===== src/rtl/dragon_pkg.sv =====
`timescale 1ns/1ps
package dragon_pkg;

    typedef enum logic [2:0] {
        LS_NP  = 3'd0,
        LS_EXC = 3'd1,
        LS_SHC = 3'd2,
        LS_SHM = 3'd3,
        LS_MOD = 3'd4
    } line_st_e;

    typedef enum logic [1:0] {
        BC_NONE = 2'd0,
        BC_RD   = 2'd1,
        BC_UPD  = 2'd2,
        BC_WB   = 2'd3
    } bus_cmd_e;

    typedef enum logic [2:0] {
        CS_IDLE, CS_WB, CS_FILL, CS_UPD, CS_RESP
    } ctl_st_e;

    function automatic logic is_dirty(line_st_e s);
        return (s == LS_MOD) || (s == LS_SHM);
    endfunction

    function automatic line_st_e snoop_next(line_st_e s, bus_cmd_e c);
        line_st_e n = s;
        if (c == BC_RD) begin
            if (s == LS_MOD)      n = LS_SHM;
            else if (s == LS_EXC) n = LS_SHC;
        end else if (c == BC_UPD) begin
            if (s == LS_SHM)      n = LS_SHC;
        end
        return n;
    endfunction

endpackage


===== src/rtl/dragon_line_array.sv =====
`timescale 1ns/1ps
module dragon_line_array
    import dragon_pkg::*;
#(
    parameter int AW   = 8,
    parameter int DW   = 16,
    parameter int IDXW = 2
) (
    input  logic               clk,
    input  logic               rst,
    input  logic [IDXW-1:0]    a_idx,
    output line_st_e           a_st,
    output logic [AW-IDXW-1:0] a_tag,
    output logic [DW-1:0]      a_data,
    input  logic [IDXW-1:0]    b_idx,
    output line_st_e           b_st,
    output logic [AW-IDXW-1:0] b_tag,
    output logic [DW-1:0]      b_data,
    input  logic               cpu_we,
    input  logic [IDXW-1:0]    cpu_idx,
    input  line_st_e           cpu_st,
    input  logic [AW-IDXW-1:0] cpu_tag,
    input  logic [DW-1:0]      cpu_data,
    input  logic               snp_we,
    input  logic [IDXW-1:0]    snp_idx,
    input  line_st_e           snp_st,
    input  logic [DW-1:0]      snp_data
);
    localparam int LINES = 1 << IDXW;
    localparam int TW    = AW - IDXW;

    line_st_e        st_q   [LINES];
    logic [TW-1:0]   tag_q  [LINES];
    logic [DW-1:0]   data_q [LINES];

    assign a_st   = st_q[a_idx];
    assign a_tag  = tag_q[a_idx];
    assign a_data = data_q[a_idx];
    assign b_st   = st_q[b_idx];
    assign b_tag  = tag_q[b_idx];
    assign b_data = data_q[b_idx];

    always_ff @(posedge clk) begin
        if (rst) begin
            for (int i = 0; i < LINES; i++) begin
                st_q[i]   <= LS_NP;
                tag_q[i]  <= '0;
                data_q[i] <= '0;
            end
        end else if (cpu_we) begin
            st_q[cpu_idx]   <= cpu_st;
            tag_q[cpu_idx]  <= cpu_tag;
            data_q[cpu_idx] <= cpu_data;
        end else if (snp_we) begin
            st_q[snp_idx]   <= snp_st;
            data_q[snp_idx] <= snp_data;
        end
    end

    AST_ONE_WRITER: assert property (@(posedge clk) disable iff (rst)
        !(cpu_we && snp_we));

endmodule


===== src/rtl/dragon_snoop.sv =====
`timescale 1ns/1ps
module dragon_snoop
    import dragon_pkg::*;
#(
    parameter int AW   = 8,
    parameter int DW   = 16,
    parameter int IDXW = 2
) (
    input  logic               clk,
    input  logic               rst,
    input  logic               snp_valid,
    input  logic [1:0]         snp_cmd,
    input  logic [AW-1:0]      snp_addr,
    input  logic [DW-1:0]      snp_data,
    output logic [IDXW-1:0]    b_idx,
    input  line_st_e           b_st,
    input  logic [AW-IDXW-1:0] b_tag,
    input  logic [DW-1:0]      b_data,
    output logic               shared_out,
    output logic               flush_out,
    output logic [DW-1:0]      flush_data,
    output logic               wr_en,
    output line_st_e           wr_st,
    output logic [DW-1:0]      wr_data
);
    bus_cmd_e cmd;
    logic     hit;

    assign cmd   = bus_cmd_e'(snp_cmd);
    assign b_idx = snp_addr[IDXW-1:0];
    assign hit   = snp_valid && (b_st != LS_NP) && (b_tag == snp_addr[AW-1:IDXW])
                   && (cmd == BC_RD || cmd == BC_UPD);

    assign shared_out = hit;
    assign flush_out  = hit && (cmd == BC_RD) && is_dirty(b_st);
    assign flush_data = b_data;
    assign wr_en      = hit;
    assign wr_st      = snoop_next(b_st, cmd);
    assign wr_data    = (cmd == BC_UPD) ? snp_data : b_data;

    AST_UPD_ON_SHARED: assert property (@(posedge clk) disable iff (rst)
        (hit && cmd == BC_UPD) |-> (b_st == LS_SHC || b_st == LS_SHM));

endmodule


===== src/rtl/dragon_cpu_ctrl.sv =====
`timescale 1ns/1ps
module dragon_cpu_ctrl
    import dragon_pkg::*;
#(
    parameter int AW   = 8,
    parameter int DW   = 16,
    parameter int IDXW = 2
) (
    input  logic               clk,
    input  logic               rst,
    input  logic               cpu_req,
    input  logic               cpu_we,
    input  logic [AW-1:0]      cpu_addr,
    input  logic [DW-1:0]      cpu_wdata,
    output logic               cpu_done,
    output logic               cpu_hit,
    output logic [DW-1:0]      cpu_rdata,
    input  logic               snp_busy,
    output logic               bus_req,
    input  logic               bus_gnt,
    output bus_cmd_e           bus_cmd,
    output logic [AW-1:0]      bus_addr,
    output logic [DW-1:0]      bus_data,
    input  logic               bus_shared_in,
    input  logic [DW-1:0]      bus_fill_data,
    output logic [IDXW-1:0]    a_idx,
    input  line_st_e           a_st,
    input  logic [AW-IDXW-1:0] a_tag,
    input  logic [DW-1:0]      a_data,
    output logic               wr_en,
    output line_st_e           wr_st,
    output logic [AW-IDXW-1:0] wr_tag,
    output logic [DW-1:0]      wr_data
);
    localparam int TW = AW - IDXW;

    ctl_st_e       cs;
    logic [AW-1:0] r_addr;
    logic          r_we;
    logic [DW-1:0] r_wdata;
    logic          r_hit;
    logic [DW-1:0] r_rdata;

    logic [TW-1:0] req_tag;
    logic [TW-1:0] r_tag;
    logic          hit_now;
    logic          accept;
    logic          silent_wr;

    assign a_idx     = (cs == CS_IDLE) ? cpu_addr[IDXW-1:0] : r_addr[IDXW-1:0];
    assign req_tag   = cpu_addr[AW-1:IDXW];
    assign r_tag     = r_addr[AW-1:IDXW];
    assign hit_now   = (a_st != LS_NP) && (a_tag == req_tag);
    assign accept    = (cs == CS_IDLE) && cpu_req && !snp_busy;
    assign silent_wr = hit_now && cpu_we && (a_st == LS_EXC || a_st == LS_MOD);

    assign cpu_done  = (cs == CS_RESP);
    assign cpu_hit   = r_hit;
    assign cpu_rdata = r_rdata;

    always_comb begin
        bus_req  = 1'b0;
        bus_cmd  = BC_NONE;
        bus_addr = r_addr;
        bus_data = '0;
        case (cs)
            CS_WB: begin
                bus_req  = 1'b1;
                bus_cmd  = BC_WB;
                bus_addr = {a_tag, r_addr[IDXW-1:0]};
                bus_data = a_data;
            end
            CS_FILL: begin
                bus_req = 1'b1;
                bus_cmd = BC_RD;
            end
            CS_UPD: begin
                bus_req  = 1'b1;
                bus_cmd  = BC_UPD;
                bus_data = r_wdata;
            end
            default: ;
        endcase
    end

    always_comb begin
        wr_en   = 1'b0;
        wr_st   = LS_NP;
        wr_tag  = r_tag;
        wr_data = r_wdata;
        case (cs)
            CS_IDLE: if (accept && silent_wr) begin
                wr_en   = 1'b1;
                wr_st   = LS_MOD;
                wr_tag  = req_tag;
                wr_data = cpu_wdata;
            end
            CS_WB: if (bus_gnt) begin
                wr_en   = 1'b1;
                wr_st   = LS_NP;
                wr_tag  = a_tag;
                wr_data = a_data;
            end
            CS_FILL: if (bus_gnt) begin
                wr_en = 1'b1;
                if (!r_we) begin
                    wr_st   = bus_shared_in ? LS_SHC : LS_EXC;
                    wr_data = bus_fill_data;
                end else if (bus_shared_in) begin
                    wr_st   = LS_SHC;
                    wr_data = bus_fill_data;
                end else begin
                    wr_st   = LS_MOD;
                end
            end
            CS_UPD: if (bus_gnt) begin
                wr_en = 1'b1;
                wr_st = bus_shared_in ? LS_SHM : LS_MOD;
            end
            default: ;
        endcase
    end

    always_ff @(posedge clk) begin
        if (rst) begin
            cs      <= CS_IDLE;
            r_addr  <= '0;
            r_we    <= 1'b0;
            r_wdata <= '0;
            r_hit   <= 1'b0;
            r_rdata <= '0;
        end else begin
            case (cs)
                CS_IDLE: if (accept) begin
                    r_addr  <= cpu_addr;
                    r_we    <= cpu_we;
                    r_wdata <= cpu_wdata;
                    r_hit   <= hit_now;
                    r_rdata <= cpu_we ? cpu_wdata : a_data;
                    if (hit_now)
                        cs <= (!cpu_we || silent_wr) ? CS_RESP : CS_UPD;
                    else
                        cs <= is_dirty(a_st) ? CS_WB : CS_FILL;
                end
                CS_WB: if (bus_gnt) cs <= CS_FILL;
                CS_FILL: if (bus_gnt) begin
                    if (!r_we) begin
                        r_rdata <= bus_fill_data;
                        cs      <= CS_RESP;
                    end else begin
                        cs <= bus_shared_in ? CS_UPD : CS_RESP;
                    end
                end
                CS_UPD: if (bus_gnt) cs <= CS_RESP;
                default: cs <= CS_IDLE;
            endcase
        end
    end

    AST_RESET_QUIET: assert property (@(posedge clk) disable iff (rst)
        $past(rst) |-> (!bus_req && !cpu_done));
    AST_RD_ON_MISS: assert property (@(posedge clk) disable iff (rst)
        (bus_req && bus_cmd == BC_RD) |-> !r_hit);
    AST_CMD_HELD: assert property (@(posedge clk) disable iff (rst)
        (bus_req && !bus_gnt) |=> (bus_req && $stable(bus_cmd) && $stable(bus_addr)));
    AST_DONE_PULSE: assert property (@(posedge clk) disable iff (rst)
        cpu_done |=> !cpu_done);

endmodule


===== src/rtl/dragon_coh_ctrl.sv =====
`timescale 1ns/1ps
module dragon_coh_ctrl
    import dragon_pkg::*;
#(
    parameter int AW   = 8,
    parameter int DW   = 16,
    parameter int IDXW = 2
) (
    input  logic          clk,
    input  logic          rst,
    input  logic          cpu_req,
    input  logic          cpu_we,
    input  logic [AW-1:0] cpu_addr,
    input  logic [DW-1:0] cpu_wdata,
    output logic          cpu_done,
    output logic          cpu_hit,
    output logic [DW-1:0] cpu_rdata,
    output logic          bus_req,
    input  logic          bus_gnt,
    output logic [1:0]    bus_cmd,
    output logic [AW-1:0] bus_addr,
    output logic [DW-1:0] bus_data,
    input  logic          bus_shared_in,
    input  logic [DW-1:0] bus_fill_data,
    input  logic          snp_valid,
    input  logic [1:0]    snp_cmd,
    input  logic [AW-1:0] snp_addr,
    input  logic [DW-1:0] snp_data,
    output logic          shared_out,
    output logic          flush_out,
    output logic [DW-1:0] flush_data
);
    localparam int TW = AW - IDXW;

    bus_cmd_e        ctl_cmd;
    logic [IDXW-1:0] a_idx, b_idx;
    line_st_e        a_st, b_st, cw_st, sw_st;
    logic [TW-1:0]   a_tag, b_tag, cw_tag;
    logic [DW-1:0]   a_data, b_data, cw_data, sw_data;
    logic            cw_en, sw_en;

    assign bus_cmd = ctl_cmd;

    dragon_cpu_ctrl #(.AW(AW), .DW(DW), .IDXW(IDXW)) u_ctrl (
        .clk(clk), .rst(rst),
        .cpu_req(cpu_req), .cpu_we(cpu_we), .cpu_addr(cpu_addr), .cpu_wdata(cpu_wdata),
        .cpu_done(cpu_done), .cpu_hit(cpu_hit), .cpu_rdata(cpu_rdata),
        .snp_busy(snp_valid),
        .bus_req(bus_req), .bus_gnt(bus_gnt), .bus_cmd(ctl_cmd),
        .bus_addr(bus_addr), .bus_data(bus_data),
        .bus_shared_in(bus_shared_in), .bus_fill_data(bus_fill_data),
        .a_idx(a_idx), .a_st(a_st), .a_tag(a_tag), .a_data(a_data),
        .wr_en(cw_en), .wr_st(cw_st), .wr_tag(cw_tag), .wr_data(cw_data)
    );

    dragon_snoop #(.AW(AW), .DW(DW), .IDXW(IDXW)) u_snoop (
        .clk(clk), .rst(rst),
        .snp_valid(snp_valid), .snp_cmd(snp_cmd), .snp_addr(snp_addr), .snp_data(snp_data),
        .b_idx(b_idx), .b_st(b_st), .b_tag(b_tag), .b_data(b_data),
        .shared_out(shared_out), .flush_out(flush_out), .flush_data(flush_data),
        .wr_en(sw_en), .wr_st(sw_st), .wr_data(sw_data)
    );

    dragon_line_array #(.AW(AW), .DW(DW), .IDXW(IDXW)) u_array (
        .clk(clk), .rst(rst),
        .a_idx(a_idx), .a_st(a_st), .a_tag(a_tag), .a_data(a_data),
        .b_idx(b_idx), .b_st(b_st), .b_tag(b_tag), .b_data(b_data),
        .cpu_we(cw_en), .cpu_idx(a_idx), .cpu_st(cw_st), .cpu_tag(cw_tag), .cpu_data(cw_data),
        .snp_we(sw_en), .snp_idx(b_idx), .snp_st(sw_st), .snp_data(sw_data)
    );

endmodule


===== config.mk =====
export PLATFORM = sky130hd
export DESIGN_NAME = dragon_coh_ctrl
export DESIGN_NICKNAME = d
export VERILOG_FILES = /design/src/rtl/dragon_pkg.sv /design/src/rtl/dragon_line_array.sv /design/src/rtl/dragon_snoop.sv /design/src/rtl/dragon_cpu_ctrl.sv /design/src/rtl/dragon_coh_ctrl.sv
export SDC_FILE = /design/constraint.sdc
export NUM_CORES = 1
export LEC_CHECK = 0
export ABC_AREA = 1
export BUFFER_PORTS_ARGS = -buffer_cell sky130_fd_sc_hd__buf_2
export CORE_MARGIN = 2
export CORE_UTILIZATION = 45
export DETAILED_ROUTE_END_ITERATION = 8
export GPL_ROUTABILITY_DRIVEN = 0
export MAX_ROUTING_LAYER = met4
export PLACE_DENSITY_LB_ADDON = 0.3
export REMOVE_ABC_BUFFERS = 1
export SYNTH_ARGS = -nofsm -noshare
export SYNTH_HDL_FRONTEND = slang
export SYNTH_HIERARCHICAL = 1
export SYNTH_SLANG_ARGS = --single-unit

===== constraint.sdc =====
create_clock -name clk -period 7.5 [get_ports clk]
set_input_delay 0.375 -clock clk [delete_from_list [all_inputs] [get_ports clk]]
set_output_delay 0.375 -clock clk [all_outputs]
set_load 0.01 [all_outputs]

==> out/metrics.csv, run 1 <==
metric;value;unit
status;finished, final reports clean;
slew margin rel.;28.4;%
Worst R2R Path Depth;24;
sw frac;43.5;%
Post-synth EDFFs;100;
Worst Max-Slew Pin Slew;1070;ps
crit path time final;6190;ps
WL per Instance;17.4;µm
Synth top area share;31.2;%
Worst Hold Class;primary input to flop;
CP Max Fanout;73;
cell taking the most area after synthesis;edfxtp_1;
clk_lat worst skew;430;ps
Ant. Diodes;0;
share of layout cells above drive strength 1;18.3;%
Fmax;0.162;GHz
hold endpoint;u_ctrl/cpu_rdata[2];
Final Hold Viols;0;
Synth async-reset ratio;0;%
Multi-input gate area;4420;µm²
r2r setup slk;1310;ps
Layout area overhead;10.7;%
clock sink total;145;
# rows;53;
most common cell in the netlist;nand2_1;
post-synthesis cell type count;46;
# fillers;2095;
setup TNS;0;ps
Max-Cap Viols;0;
Clock Path Buffers;2;
Netlist Area Pre-Place;9620;µm²
Logic pwr share;44.0;%
Routed WL;28500;µm
leakage;4.50;nW
Die X;150;µm
setup violators final;0;
Clk pwr share;24.7;%
global-route wire length before repair;43800;µm
DRT iter0 DRCs;1162;
largest net degree at the start of global routing;74;
Synth Flop Type;edfxtp_1;
Synth area leaders;edfxtp_1, o21ai_0, dfxtp_1;
GRT Total Usage;25.9;%
Req. time, crit path;7560;ps
Int Power;1.91;mW
Synth Instances;1293;
Die Area;22600;µm²
Final Slew Violations;0;
Max VDD drop;0.157;mV
Reg power frac;31.3;%
cts bufs inserted;17;
post-CTS setup buffers;0;
final period utilization;82.5;%
Ys Warns;6;
Remaining Overflow, GRT;0;
Power per Cell Area;318;nW/µm²
port buffer count;135;
CP endpoint kind;flop;
FF-to-FF Start;u_ctrl/cs[2];
WHS;227;ps
vias in the first global route;7942;
initial antenna violation count;0;
detailed-route via count;9131;
die height;150;µm
Residual DRC;0;
Nets;1430;
CTS H-tree lvls;4;
register area;3900;µm²
Pre-antenna DRT Iters;6;
Routed Antenna Nets;0;
crit path DAT;6240;ps
crit path kind;flop to flop;
IO Count;136;
core area;21000;µm²
reg-to-reg endpoint;u_array/data_q[2][0];
initial core utilization;45.7;%
Hold Path Stages;3;
detailed placement HPWL;20000;µm
FF+latch count, synth;145;
RSZ-0062 raised after global routing;false;
CP Launch Type;flop;
Avg Inst Size Synth;7.44;µm²
hold buffers post-CTS;0;
Commonest cells post-synth;nand2_1, o21ai_0, nor2_1;
CTS tree;built;
HP Start;bus_fill_data[2];
sequential cell area fraction in the yosys report;40.6;%
Vias/cell;5.56;
Clock Root Buffer;clkbuf_16;
Gates resized, CTS repair;0;
sw power;1.47;mW
Max Clock Skew;16.9;ps
clk slew on worst S/H paths;70;ps
[flip-flops by register name, summed over array words and instances, names as in the netlist, 3 cells and up]
register,cells
u_array/tag_q,24
u_array/st_q,12
u_ctrl/r_addr,8
u_ctrl/cs,3
u_ctrl/r_wdata,16
u_array/data_q,64
u_ctrl/cpu_rdata,16
[power by group through the flow]
stage               Combinational [mW]  Clock, mW  Sequential [mW]
finish                            1.49      0.838             1.06
global placement                  1.43          0             1.07
global route                      1.65      0.883             1.07
CTS                               1.46      0.847             1.06
detailed placement                1.45          0             1.07
floorplan                        0.975          0             1.07
[layout by cell type (no fill, tap or decap), types with 3 or more instances in the layout]
master,synthesis,final
inv_1,149,149
nor3_1,3,3
o22ai_1,20,20
inv_6,0,3
clkbuf_16,0,17
edfxtp_1,100,100
dfxtp_1,45,45
nor2_2,5,5
o21ai_0,192,191
a21oi_1,69,69
nor2_1,184,184
clkinv_1,1,3
mux2_2,7,7
mux2_4,9,9
o211ai_1,18,18
buf_2,31,135
inv_2,22,22
o21bai_1,3,3
nand3_1,41,41
nor2_4,3,3
o21ai_2,15,16
buf_4,26,11
o21ai_1,20,20
a31oi_1,29,29
a211oi_1,16,16
nand2_1,201,201
nand2_4,3,3
o21a_1,14,14
[critical path, cell delays in order, from the launching register on]
cell	delay, ps
dfxtp_1	350
inv_2	120
nand2_4	110
nor2_8	410
o21ai_2	80
buf_4	270
inv_2	770
o21ai_0	150
o21ai_0	490
inv_1	140
nand2_1	110
nand2_1	50
nor2_1	110
nand2_1	110
nor2_2	160
nand3_2	70
buf_4	270
a21oi_1	560
nor2_4	260
nand2_1	170
nand2_1	70
nand2_1	70
nand2_1	50
buf_4	200
nand2_1	630
[worst max path at each step]
stage,to,slack (ps),startpoint
6_report,u_array/data_q[2][0],1310,u_ctrl/cs[2]
5_1_grt,u_array/data_q[2][14],680,u_ctrl/cs[2]
4_1_cts,u_array/data_q[2][0],1370,u_ctrl/cs[2]
3_5_place_dp,u_array/data_q[2][7],1420,u_ctrl/cs[2]
3_3_place_gp,u_array/data_q[2][7],1680,u_ctrl/cs[2]
2_1_floorplan,u_array/data_q[3][0],570,u_ctrl/cs[0]
[cell families (layout without fill, tap and decap cells)]
logic type,Yosys count,in the layout,share of synthesized area [%]
compound gates,405,405,24.2
xor+xnor,1,1,0.0911
fa+ha+maj,2,2,0.260
buf+inv,277,351,13.5
flops,145,145,40.6
mux,16,16,2.22
simple gates,447,447,19.2
[per-layer routing]
layer | part of all wire [%] | routed length, µm | vias to the layer above | track usage (%)
met1 | 45 | 12800 | 4173 | 37.6
met4 | 1.6 | 442 | 0 | 7.59
met5 | 0 | 0 | - | -
li1 | - | - | 4438 | -
met2 | 44 | 12400 | 484 | 37.4
met3 | 10 | 2890 | 36 | 3.76
[stage by stage]
stage	instance area (µm²)	worst slack (ps)	instances	utilization, %	power [mW]
2_1_floorplan	8980	568	1190	-	2.04
3_3_place_gp	10100	1680	1611	48.0	2.50
3_5_place_dp	10100	1420	1611	48.0	2.52
4_1_cts	10700	1370	1642	50.7	3.36
5_1_grt	10700	675	1642	50.7	3.60
6_report	10700	1310	1642	50.7	3.39
[final cells by class]
| type | instances | area share, % |
|---|---|---|
| Clock inverter | 12 | 1.26 |
| Sequential cell | 145 | 36.7 |
| Multi-Input combinational cell | 871 | 41.5 |
| Timing Repair Buffer | 146 | 7.12 |
| Clock buffer | 19 | 4.06 |
| Tap cell | 275 | 3.23 |
| Inverter | 174 | 6.18 |
Note: power is estimated with default switching activity, not from simulation.
==> run 2, diff against run 1 <==
clock period = 5.04 ns   (was 7.5 ns; I/O delays follow)
==> out/metrics.csv, run 2 (synthesis results as in run 1) <==
metric;value;unit
CP max stage cell;dfxtp_1;
Max-Cap Viols;0;
initial core utilization;45.7;%
Pre-antenna DRT Iters;5;
initial antenna violation count;0;
crit path time final;4570;ps
Worst Path Buf+Inv;5;
Max Clock Skew;8.47;ps
Vias/cell;5.58;
vias in the first global route;8147;
CTS tree;built;
FF-to-FF Start;u_ctrl/cs[0];
Critical Path Max Stage Delay;660;ps
crit path kind;flop to flop;
Worst R2R Path Depth;19;
Final WS setup;467;ps
CTS H-tree lvls;4;
hold buffers post-CTS;0;
Clock Path Buffers;2;
post-route cell area;10800;µm²
setup violators final;0;
Worst Hold Class;primary input to flop;
detailed placement HPWL;21000;µm
Ant. Diodes;0;
Reg with most FFs;u_array/data_q;
RSZ-0062 raised after global routing;false;
core area;21000;µm²
GRT Total Usage;26.7;%
detailed-route via count;9264;
# fillers;2048;
Worst Max-Slew Pin Slew;1120;ps
IO Count;136;
Die X;150;µm
Reg power frac;31.1;%
Logic pwr share;45.2;%
sw frac;44.6;%
share of layout cells above drive strength 1;19.6;%
Req. time, crit path;5170;ps
final period utilization;90.7;%
pre-CTS WS;372;ps
Largest register FFs;64;
Max VDD drop;0.273;mV
largest net degree at the start of global routing;42;
crit path DAT;4700;ps
HP Start;cpu_wdata[14];
crit-path most repeated cell;nand2_1;
clock sink total;145;
Power per Cell Area;472;nW/µm²
# rows;53;
Top Family by Delay on Critical Path;simple AND/OR/NAND/NOR gates;
Nets;1446;
global-route wire length before repair;45100;µm
status;finished, final reports clean;
Residual DRC;0;
cts bufs inserted;17;
hold endpoint;u_ctrl/r_wdata[14];
clk slew on worst S/H paths;70;ps
Hold Path Stages;3;
sw power;2.27;mW
WL per Instance;17.6;µm
port buffer count;135;
Clock Root Buffer;clkbuf_16;
Int Power;2.82;mW
CP endpoint kind;flop;
Final Hold Viols;0;
worst-path cell chain;nor2_8, o21ai_2, inv_2, buf_4, o21ai_0, o21ai_0, inv_1, nand2_1, nand3_1, nor2_2, nand3_2, a21oi_1, buf_4, nor2_4, nand3_1, nand2_1, nand2_1, nand2_1, buf_4;
die height;150;µm
Layout area overhead;11.9;%
Fmax;0.219;GHz
DRT iter0 DRCs;1006;
biggest regs;u_array/data_q x64, u_array/tag_q x24;
r2r setup slk;470;ps
commonest non-fill, non-tap cells in the layout;nand2_1, o21ai_0, nor2_1;
reg-to-reg endpoint;u_array/data_q[2][12];
Clk pwr share;23.7;%
Routed Antenna Nets;0;
clk_lat worst skew;430;ps
slew margin rel.;25.3;%
CP Launch Type;flop;
CP Max Fanout;26;
Remaining Overflow, GRT;0;
WHS;98.6;ps
Die Area;22600;µm²
leakage;4.57;nW
most common cell after layout, fill and taps aside;nand2_1;
Routed WL;29200;µm
Cell Area, Placed;10200;µm²
Final Slew Violations;0;
-- run 2: cell count changes in the layout (fill, tap and decap cells not counted), sizes merged --
| cell | delta |
|---|---|
| bufinv | -2 |
| clkbuf | -1 |
| buf | +16 |
| inv | +2 |
| clkinvlp | +2 |
-- run 2: layout make-up --
cell class	count	area, µm²	share of cell area (%)
well taps	275	344	3.20
inverters	174	662	6.15
repair buffers	162	882	8.20
clock buffers	18	429	3.99
flip-flops and latches	145	3900	36.3
multi-input cells	871	4420	41.1
clock inverters	14	119	1.10
-- run 2: worst max path at each step --
stage                      start                    end  slack (ps)  cells after the start
global placement    u_ctrl/cs[2]   u_array/data_q[3][3]         560                     21
detailed placement  u_ctrl/cs[2]   u_array/data_q[3][3]         370                     21
finish              u_ctrl/cs[0]  u_array/data_q[2][12]         470                     19
global route        u_ctrl/cs[0]  u_array/data_q[0][13]          30                     20
floorplan           u_ctrl/cs[0]   u_array/data_q[3][0]       -1890                     20
CTS                 u_ctrl/cs[2]   u_array/data_q[3][3]         330                     21
-- run 2: tightest hold or removal path, delay by kind of cell --
| kind | cells | cell delay [ps] |
|---|---|---|
| buffers and inverters | 2 | 180 |
| AO/OA/AOI/OAI | 1 | 60 |
-- run 2: power by group through the flow --
stage               clock network, mW  registers [mW]  logic [mW]
finish                           1.21            1.58        2.30
global route                     1.26            1.60        2.54
CTS                              1.22            1.58        2.24
detailed placement                  0            1.60        2.24
global placement                    0            1.60        2.20
floorplan                           0            1.59        1.45
-- run 2: stage by stage --
stage / cells / util, % / power, mW / TNS (ps)
5_1_grt: 1659 / 51.2 / 5.40 / 0
2_1_floorplan: 1190 / - / 3.04 / -278120
6_report: 1659 / 51.2 / 5.08 / 0
3_5_place_dp: 1627 / 48.5 / 3.84 / 0
3_3_place_gp: 1627 / 48.5 / 3.79 / 0
4_1_cts: 1659 / 51.1 / 5.04 / 0
-- run 2: layer usage --
metal / GRT usage, % / share of wire [%] / routed length, µm
met5: - / 0 / 0
met4: 9.53 / 2.6 / 747
met3: 5.24 / 9.7 / 2820
met2: 38.3 / 43 / 12600
met1: 37.5 / 45 / 13100
-- run 2: timing repair --
item                                    in CTS  in global routing
endpoints found under the setup margin       0                 41
endpoints found under the hold margin        0                  0
setup buffers                                0                  0
gates resized for setup                      0                  3
